--- src/rtl/axft_pkg.sv ---
// Shared types for the stream frame position tracker.
// Assumes: nothing beyond IEEE 1800-2017 packed structs.
package axft_pkg;

    // Frame events seen on one accepted sample; all bits are cycle-local.
    typedef struct packed {
        logic frame_end;   // sample carried the source's end marker
        logic early;       // end marker before the last position
        logic missing;     // last position reached without end marker
    } axft_evt_t;

    localparam axft_evt_t AXFT_EVT_NONE = '{frame_end: 1'b0, early: 1'b0, missing: 1'b0};

endpackage

--- src/rtl/axft_position.sv ---
// Frame position counter and end-marker classifier.
// Counts accepted samples from 0 to FRAME_LEN-1. Returns to 0 after the
// last position or after an accepted end marker, whichever comes first.
// Assumes: 'take' is already the completed handshake; nothing else moves state.
module axft_position
    import axft_pkg::*;
#(
    parameter int FRAME_LEN = 64,
    parameter int CNT_W     = (FRAME_LEN > 1) ? $clog2(FRAME_LEN) : 1
) (
    input  logic             clk,
    input  logic             rst_n,
    input  logic             take,
    input  logic             last_in,
    output logic [CNT_W-1:0] pos,
    output logic             pos_final,
    output axft_evt_t        evt
);

    localparam logic [CNT_W-1:0] LAST_POS = CNT_W'(FRAME_LEN - 1);

    logic restart;

    // Flag the last position of a frame.
    always_comb pos_final = (pos == LAST_POS);

    // Decide whether this accepted sample closes the frame.
    always_comb restart = take && (last_in || pos_final);

    // Classify the accepted sample against the fixed frame length.
    always_comb begin
        evt           = AXFT_EVT_NONE;
        evt.frame_end = take && last_in;
        evt.early     = take && last_in && !pos_final;
        evt.missing   = take && !last_in && pos_final;
    end

    // Advance the position on a handshake, wrap on frame close.
    always_ff @(posedge clk) begin
        if (!rst_n) begin
            pos <= '0;
        end else if (restart) begin
            pos <= '0;
        end else if (take) begin
            pos <= pos + 1'b1;
        end
    end


    no_step_idle_chk: assert property (@(posedge clk) disable iff (!rst_n)
        !take |=> $stable(pos));


    pos_bound_chk: assert property (@(posedge clk) disable iff (!rst_n)
        pos <= LAST_POS);


    early_restart_chk: assert property (@(posedge clk) disable iff (!rst_n)
        (take && last_in) |=> (pos == '0));

endmodule

--- src/rtl/axft_out_stage.sv ---
// Single output register stage of the tracker.
// Holds one sample with its position and generated end marker. It is ready
// for a new sample when empty or when downstream takes the held one.
// Assumes: 'load' is asserted only while 'room' is high.
module axft_out_stage #(
    parameter int DATA_W = 32,
    parameter int CNT_W  = 6
) (
    input  logic              clk,
    input  logic              rst_n,
    input  logic              load,
    input  logic [DATA_W-1:0] in_data,
    input  logic [CNT_W-1:0]  in_idx,
    input  logic              in_last,
    output logic              room,
    input  logic              m_ready,
    output logic              m_valid,
    output logic [DATA_W-1:0] m_data,
    output logic [CNT_W-1:0]  m_index,
    output logic              m_last
);

    // Register can take a sample when empty or draining.
    always_comb room = !m_valid || m_ready;

    // Track occupancy of the output register.
    always_ff @(posedge clk) begin
        if (!rst_n) begin
            m_valid <= 1'b0;
        end else if (load) begin
            m_valid <= 1'b1;
        end else if (m_ready) begin
            m_valid <= 1'b0;
        end
    end

    // Capture sample, position and generated marker on load.
    always_ff @(posedge clk) begin
        if (!rst_n) begin
            m_data  <= '0;
            m_index <= '0;
            m_last  <= 1'b0;
        end else if (load) begin
            m_data  <= in_data;
            m_index <= in_idx;
            m_last  <= in_last;
        end
    end


    hold_stall_chk: assert property (@(posedge clk) disable iff (!rst_n)
        (m_valid && !m_ready) |=> (m_valid && $stable(m_data) && $stable(m_index) && $stable(m_last)));


    load_fill_chk: assert property (@(posedge clk) disable iff (!rst_n)
        load |=> m_valid);

endmodule

--- src/rtl/axft_events.sv ---
// Event pulse and sticky flag registers for the tracker.
// Turns the cycle-local classification into one-cycle registered pulses.
// Also keeps sticky copies of the error pulses that only reset clears.
// Assumes: input events are already qualified by the handshake.
module axft_events
    import axft_pkg::*;
(
    input  logic      clk,
    input  logic      rst_n,
    input  axft_evt_t evt,
    output logic      frame_end,
    output logic      err_early,
    output logic      err_missing,
    output logic      err_early_seen,
    output logic      err_missing_seen
);

    // Register the per-sample events as one-cycle pulses.
    always_ff @(posedge clk) begin
        if (!rst_n) begin
            frame_end   <= 1'b0;
            err_early   <= 1'b0;
            err_missing <= 1'b0;
        end else begin
            frame_end   <= evt.frame_end;
            err_early   <= evt.early;
            err_missing <= evt.missing;
        end
    end

    // Accumulate sticky error flags until reset.
    always_ff @(posedge clk) begin
        if (!rst_n) begin
            err_early_seen   <= 1'b0;
            err_missing_seen <= 1'b0;
        end else begin
            if (evt.early)   err_early_seen   <= 1'b1;
            if (evt.missing) err_missing_seen <= 1'b1;
        end
    end


    early_keep_chk: assert property (@(posedge clk) disable iff (!rst_n)
        err_early_seen |=> err_early_seen);


    missing_keep_chk: assert property (@(posedge clk) disable iff (!rst_n)
        err_missing_seen |=> err_missing_seen);


    sticky_follow_chk: assert property (@(posedge clk) disable iff (!rst_n)
        (err_early |-> err_early_seen) and (err_missing |-> err_missing_seen));


    evt_exclusive_chk: assert property (@(posedge clk) disable iff (!rst_n)
        !(err_early && err_missing));

endmodule

--- src/rtl/axis_frame_tracker.sv ---
// Stream frame position tracker, top level.
// Takes samples over a valid/ready handshake and tags each with its position
// in a fixed-length frame. It regenerates the end marker from that position
// and reports source end markers that disagree with the frame length.
// Assumes: FRAME_LEN >= 1 and fixed while running; synchronous active-low reset.
module axis_frame_tracker
    import axft_pkg::*;
#(
    parameter int DATA_W    = 32,
    parameter int FRAME_LEN = 64,
    parameter int IDX_W     = (FRAME_LEN > 1) ? $clog2(FRAME_LEN) : 1
) (
    input  logic              clk,
    input  logic              rst_n,
    input  logic              s_valid,
    output logic              s_ready,
    input  logic [DATA_W-1:0] s_data,
    input  logic              s_last,
    output logic              m_valid,
    input  logic              m_ready,
    output logic [DATA_W-1:0] m_data,
    output logic              m_last,
    output logic [IDX_W-1:0]  m_index,
    output logic              frame_end,
    output logic              err_early,
    output logic              err_missing,
    output logic              err_early_seen,
    output logic              err_missing_seen
);

    localparam logic [IDX_W-1:0] LAST_IDX = IDX_W'(FRAME_LEN - 1);

    logic             take;
    logic             room;
    logic [IDX_W-1:0] pos;
    logic             pos_final;
    axft_evt_t        evt;

    // Completed handshake on the input side.
    always_comb take = s_valid && room;

    // Expose the output register's free space as input readiness.
    always_comb s_ready = room;

    axft_position #(
        .FRAME_LEN (FRAME_LEN),
        .CNT_W     (IDX_W)
    ) u_position (
        .clk       (clk),
        .rst_n     (rst_n),
        .take      (take),
        .last_in   (s_last),
        .pos       (pos),
        .pos_final (pos_final),
        .evt       (evt)
    );

    axft_out_stage #(
        .DATA_W (DATA_W),
        .CNT_W  (IDX_W)
    ) u_out (
        .clk     (clk),
        .rst_n   (rst_n),
        .load    (take),
        .in_data (s_data),
        .in_idx  (pos),
        .in_last (pos_final),
        .room    (room),
        .m_ready (m_ready),
        .m_valid (m_valid),
        .m_data  (m_data),
        .m_index (m_index),
        .m_last  (m_last)
    );

    axft_events u_events (
        .clk              (clk),
        .rst_n            (rst_n),
        .evt              (evt),
        .frame_end        (frame_end),
        .err_early        (err_early),
        .err_missing      (err_missing),
        .err_early_seen   (err_early_seen),
        .err_missing_seen (err_missing_seen)
    );


    last_marks_final_chk: assert property (@(posedge clk) disable iff (!rst_n)
        m_valid |-> (m_last == (m_index == LAST_IDX)));


    stalled_marker_chk: assert property (@(posedge clk) disable iff (!rst_n)
        (!s_ready && s_last) |=> !frame_end);


    stall_blocks_load_chk: assert property (@(posedge clk) disable iff (!rst_n)
        (m_valid && !m_ready) |=> $stable(m_data));

endmodule

--- config.mk ---
export PLATFORM = sky130hd
export DESIGN_NAME = axis_frame_tracker
export DESIGN_NICKNAME = d
export VERILOG_FILES = /design/src/rtl/axft_pkg.sv /design/src/rtl/axft_position.sv /design/src/rtl/axft_out_stage.sv /design/src/rtl/axft_events.sv /design/src/rtl/axis_frame_tracker.sv
export SDC_FILE = /design/constraint.sdc
export NUM_CORES = 1
export LEC_CHECK = 0
export ABC_AREA = 1
export BUFFER_PORTS_ARGS = -buffer_cell sky130_fd_sc_hd__buf_2
export CORE_MARGIN = 2
export CORE_UTILIZATION = 43
export DETAILED_ROUTE_END_ITERATION = 10
export HOLD_SLACK_MARGIN = 0.08
export PLACE_DENSITY = 0.8
export SLEW_MARGIN = 20
export SYNTH_ARGS = -nofsm -noshare
export SYNTH_HDL_FRONTEND = slang
export SYNTH_HIERARCHICAL = 1
export SYNTH_SLANG_ARGS = --single-unit
--- constraint.sdc ---
create_clock -name clk -period 1.3 [get_ports clk]
set_input_delay 0.325 -clock clk [delete_from_list [all_inputs] [get_ports clk]]
set_output_delay 0.325 -clock clk [all_outputs]
set_load 0.02 [all_outputs]
==> impl_metrics.xml <==
<?xml version="1.0" encoding="UTF-8"?>
<metrics>
  <group name="run_status">
    <metric name="result_of_the_run" unit="">completed</metric>
  </group>
  <group name="logic_synthesis">
    <metric name="synth.ff_latch_count" unit="">51</metric>
    <metric name="synth.lib_cells_used.distinct" unit="">22</metric>
    <metric name="post-synth-top-area-cell" unit="">sky130_fd_sc_hd__dfxtp_1</metric>
    <metric name="post-synth-top-area-fraction" unit="%">50.6</metric>
    <metric name="synth_area_leaders" unit="">sky130_fd_sc_hd__dfxtp_1 (51%), sky130_fd_sc_hd__nor2_2 (13%), sky130_fd_sc_hd__o21ai_0 (9.7%), sky130_fd_sc_hd__nor2_1 (8.6%), sky130_fd_sc_hd__buf_12 (4.0%)</metric>
    <metric name="synth.yosys.warnings" unit="">6</metric>
    <metric name="synth_area" unit="um2">2020</metric>
    <metric name="syn_avg_cell_area" unit="um2">8.69</metric>
    <metric name="postSynthCellCount" unit="">232</metric>
    <metric name="syn-num-nets" unit="">270</metric>
    <metric name="ys_seq_area_share" unit="%">50.6</metric>
  </group>
  <group name="drt">
    <metric name="antenna_left" unit="">0</metric>
    <metric name="routed_wl" unit="um">4250</metric>
    <metric name="route.detailed.drc" unit="">0</metric>
    <metric name="detailroute.via_count" unit="">1746</metric>
    <metric name="avgViaCountPerCell" unit="">4.66</metric>
    <metric name="drt_first_iter_violations" unit="">61</metric>
    <metric name="drtPass1Iterations" unit="">4</metric>
    <metric name="drt-wirelength-per-cell" unit="um">11.3</metric>
  </group>
  <group name="hold_path">
    <metric name="holdPathStages" unit="">3</metric>
    <metric name="hold_start" unit="">s_data[31]</metric>
    <metric name="holdPathEnd" unit="">u_out/m_data[31]$_SDFFE_PN0P_</metric>
    <metric name="min_path_type" unit="">input pin to register</metric>
  </group>
  <group name="worst_setup_path">
    <metric name="critical_setup_path_class" unit="">register to output port</metric>
    <metric name="critical_path.reg2reg.startpoint" unit="">u_out/m_valid$_SDFFE_PN0P_</metric>
    <metric name="crit_path_slowest_cell" unit="">sky130_fd_sc_hd__dfxtp_2</metric>
    <metric name="cp-start-kind" unit="">register</metric>
    <metric name="rr_worst_depth" unit="">9</metric>
    <metric name="worst-endpoint-required" unit="ps">980</metric>
    <metric name="critical_path_cell_by_cell" unit="">nand2_2, buf_6, buf_6</metric>
    <metric name="worstSetupEndpointType" unit="">output port</metric>
    <metric name="critical_path_max_stage_delay" unit="ps">340</metric>
    <metric name="worst-path-max-fanout" unit="">2</metric>
    <metric name="worst_ep_arrival_time" unit="ps">930</metric>
    <metric name="critPathMostFrequentCell" unit="">sky130_fd_sc_hd__buf_6</metric>
    <metric name="reg2reg_setup_slack" unit="ps">60</metric>
    <metric name="regToRegEndpoint" unit="">u_position/pos[1]$_SDFFE_PP0P_</metric>
  </group>
  <group name="global_route">
    <metric name="grt_max_degree" unit="">25</metric>
    <metric name="number_of_antenna_violations_at_the_first_check_in_global_routing" unit="">0</metric>
    <metric name="globalRoute.totalOverflow" unit="">0</metric>
    <metric name="grt.total_usage" unit="%">16.2</metric>
    <metric name="grt_pass1_vias" unit="">1639</metric>
    <metric name="grt_first_pass_wirelength" unit="um">6780</metric>
  </group>
  <group name="layout">
    <metric name="final_cell_count_without_fillers" unit="">375</metric>
    <metric name="finish.net_count" unit="">360</metric>
    <metric name="antenna-diode-count" unit="">0</metric>
    <metric name="final_layout_size_suffix_gt1_share" unit="%">48.3</metric>
    <metric name="synthToLayoutAreaGrowth" unit="%">31.4</metric>
  </group>
  <group name="timing">
    <metric name="max_freq" unit="MHz">800</metric>
    <metric name="hold_violations" unit="">0</metric>
    <metric name="period_needed" unit="ps">1250</metric>
    <metric name="slew_violations" unit="">0</metric>
    <metric name="timing.slew.headroom" unit="%">84.3</metric>
    <metric name="worstMarginPinSlew" unit="ps">236</metric>
    <metric name="fin_skew" unit="ps">3.39</metric>
    <metric name="post-route-worst-setup-slack" unit="ps">49.3</metric>
    <metric name="timing.final.setup_violations" unit="">0</metric>
    <metric name="hold_ws" unit="ps">252</metric>
    <metric name="crit_share_post_route" unit="%">96.2</metric>
  </group>
  <group name="cts">
    <metric name="total_number_of_h_tree_levels" unit="">2</metric>
    <metric name="cts_hold_buffers" unit="">0</metric>
    <metric name="cts_root_buffer" unit="">sky130_fd_sc_hd__clkbuf_8</metric>
    <metric name="cts.sink_count" unit="">51</metric>
    <metric name="clock_insertion_delay_worst_skew" unit="ps">290</metric>
    <metric name="tritoncts_clock_tree" unit="">done</metric>
    <metric name="cts-root-to-sink-buffers" unit="">2</metric>
    <metric name="clkTransAtPathRegs" unit="ps">90</metric>
    <metric name="cts_inserted_buffers" unit="">5</metric>
  </group>
  <group name="floorplan">
    <metric name="start_util" unit="%">45.4</metric>
    <metric name="die_x" unit="um">72.5</metric>
    <metric name="die_area" unit="um2">5250</metric>
    <metric name="die_h" unit="um">72.5</metric>
    <metric name="placement_rows" unit="">24</metric>
    <metric name="floorplan.io_pins" unit="">83</metric>
    <metric name="placeableCoreArea" unit="um2">4440</metric>
  </group>
  <group name="place">
    <metric name="io_buffer_count" unit="">82</metric>
    <metric name="gp_congestion" unit="">0.745</metric>
    <metric name="dp_hpwl" unit="um">2990</metric>
    <metric name="post-place-ws" unit="ps">-122</metric>
    <metric name="numPlacedInstances" unit="">365</metric>
  </group>
  <group name="pwr">
    <metric name="p_leak" unit="nW">1.32</metric>
    <metric name="vdd_ir_drop_max" unit="V">0.000685</metric>
    <metric name="power" unit="mW">3.30</metric>
    <metric name="power_density" unit="nW/um2">1250</metric>
  </group>
  <group name="run">
    <metric name="drv.max_cap_violation_count" unit="">0</metric>
  </group>
</metrics>
==> sequential cells by signal (all words and copies together), names as in the netlist <==
signal	cells
u_events/frame_end	1
u_events/err_early_seen	1
u_position/pos	6
u_events/err_missing_seen	1
u_events/err_missing	1
u_out/m_data	32
u_out/m_valid	1
u_events/err_early	1
u_out/m_last	1
u_out/m_index	6
==> per-layer routing <==
layer | up-vias | part of all wire [%] | global-route usage, %
li1 | 907 | - | -
met3 | 2 | 6.1 | 5.56
met2 | 57 | 47 | 27.1
met1 | 780 | 47 | 19.5
met4 | 0 | 0.40 | 5.35
met5 | - | 0 | 0
==> worst max path at each step <==
stage	start	endpoint	slack, ps	cells past startpoint
floorplan	u_out/m_valid$_SDFFE_PN0P_	u_position/pos[5]$_SDFFE_PP0P_	20	9
global placement	m_ready	u_position/pos[5]$_SDFFE_PP0P_	-30	11
detailed placement	m_ready	u_position/pos[0]$_SDFFE_PP0P_	-120	11
CTS	u_out/m_valid$_SDFFE_PN0P_	s_ready	20	3
global route	u_out/m_valid$_SDFFE_PN0P_	u_position/pos[1]$_SDFFE_PP0P_	-30	9
finish	u_out/m_valid$_SDFFE_PN0P_	s_ready	50	3
==> stage by stage <==
step	area [um2]	setup TNS (ps)	util, %
6_report	2650	0	59.6
5_1_grt	2650	-33.8	59.6
4_1_cts	2610	0	58.7
3_5_place_dp	2500	-2450	56.3
3_3_place_gp	2500	-161	56.3
2_1_floorplan	2020	0	-
==> layout make-up <==
cell class,count,area [um2]
fillers,423,1790
multi-input cells,157,817
well taps,52,65.1
clock buffers,8,100
flip-flops and latches,51,1020
repair buffers,96,593
inverters,11,51.3
==> power breakdown <==
group	switching [mW]	internal (mW)	leakage, nW
registers	0.0478	1.67	0.422
clock network	0.487	0.486	0.0515
logic	0.366	0.249	0.842
total	0.900	2.40	1.32
==> cell usage after synthesis (all sizes together) <==
master,n
nand3,1
dfxtp,51
o21ai,39
mux2i,1
xnor2,3
and3,1
xor2,1
clkbuf,4
buf,9
nand4,2
ha,1
nand2,17
a21oi,1
inv,11
nor2,90
==> critical path: cells and delay by family (launching register included) <==
family	cells	cell delay, ps
buffers and inverters	2	230
AND/OR/NAND/NOR	1	60
flip-flops	1	340
==> cell usage in the layout (no fill, tap or decap), types with 4 or more instances in the layout <==
cell / n
sky130_fd_sc_hd__o21ai_0: 39
sky130_fd_sc_hd__buf_12: 4
sky130_fd_sc_hd__inv_1: 9
sky130_fd_sc_hd__dfxtp_1: 49
sky130_fd_sc_hd__clkbuf_8: 7
sky130_fd_sc_hd__nor2_2: 43
sky130_fd_sc_hd__buf_4: 8
sky130_fd_sc_hd__nand2_1: 13
sky130_fd_sc_hd__nor2_1: 46
sky130_fd_sc_hd__buf_2: 81
==> what timing repair did <==
action | CTS | global route
resized for setup | 3 | 3
setup buffers | 0 | 1
pin swaps | 0 | 2
cloned | 0 | 1
endpoints found under the setup margin | 2 | 11
==> kinds of logic after synthesis <==
logic type | Yosys count | share of synthesized area [%]
adders and majority gates | 1 | 0.620
AOI/OAI and AO/OA | 40 | 10.1
DFF | 51 | 50.6
and+or+nand+nor | 111 | 27.4
buffers and inverters | 24 | 8.99
xor gates and xnor gates | 4 | 1.74
muxes | 1 | 0.496
(Power assumes the default switching activity.)
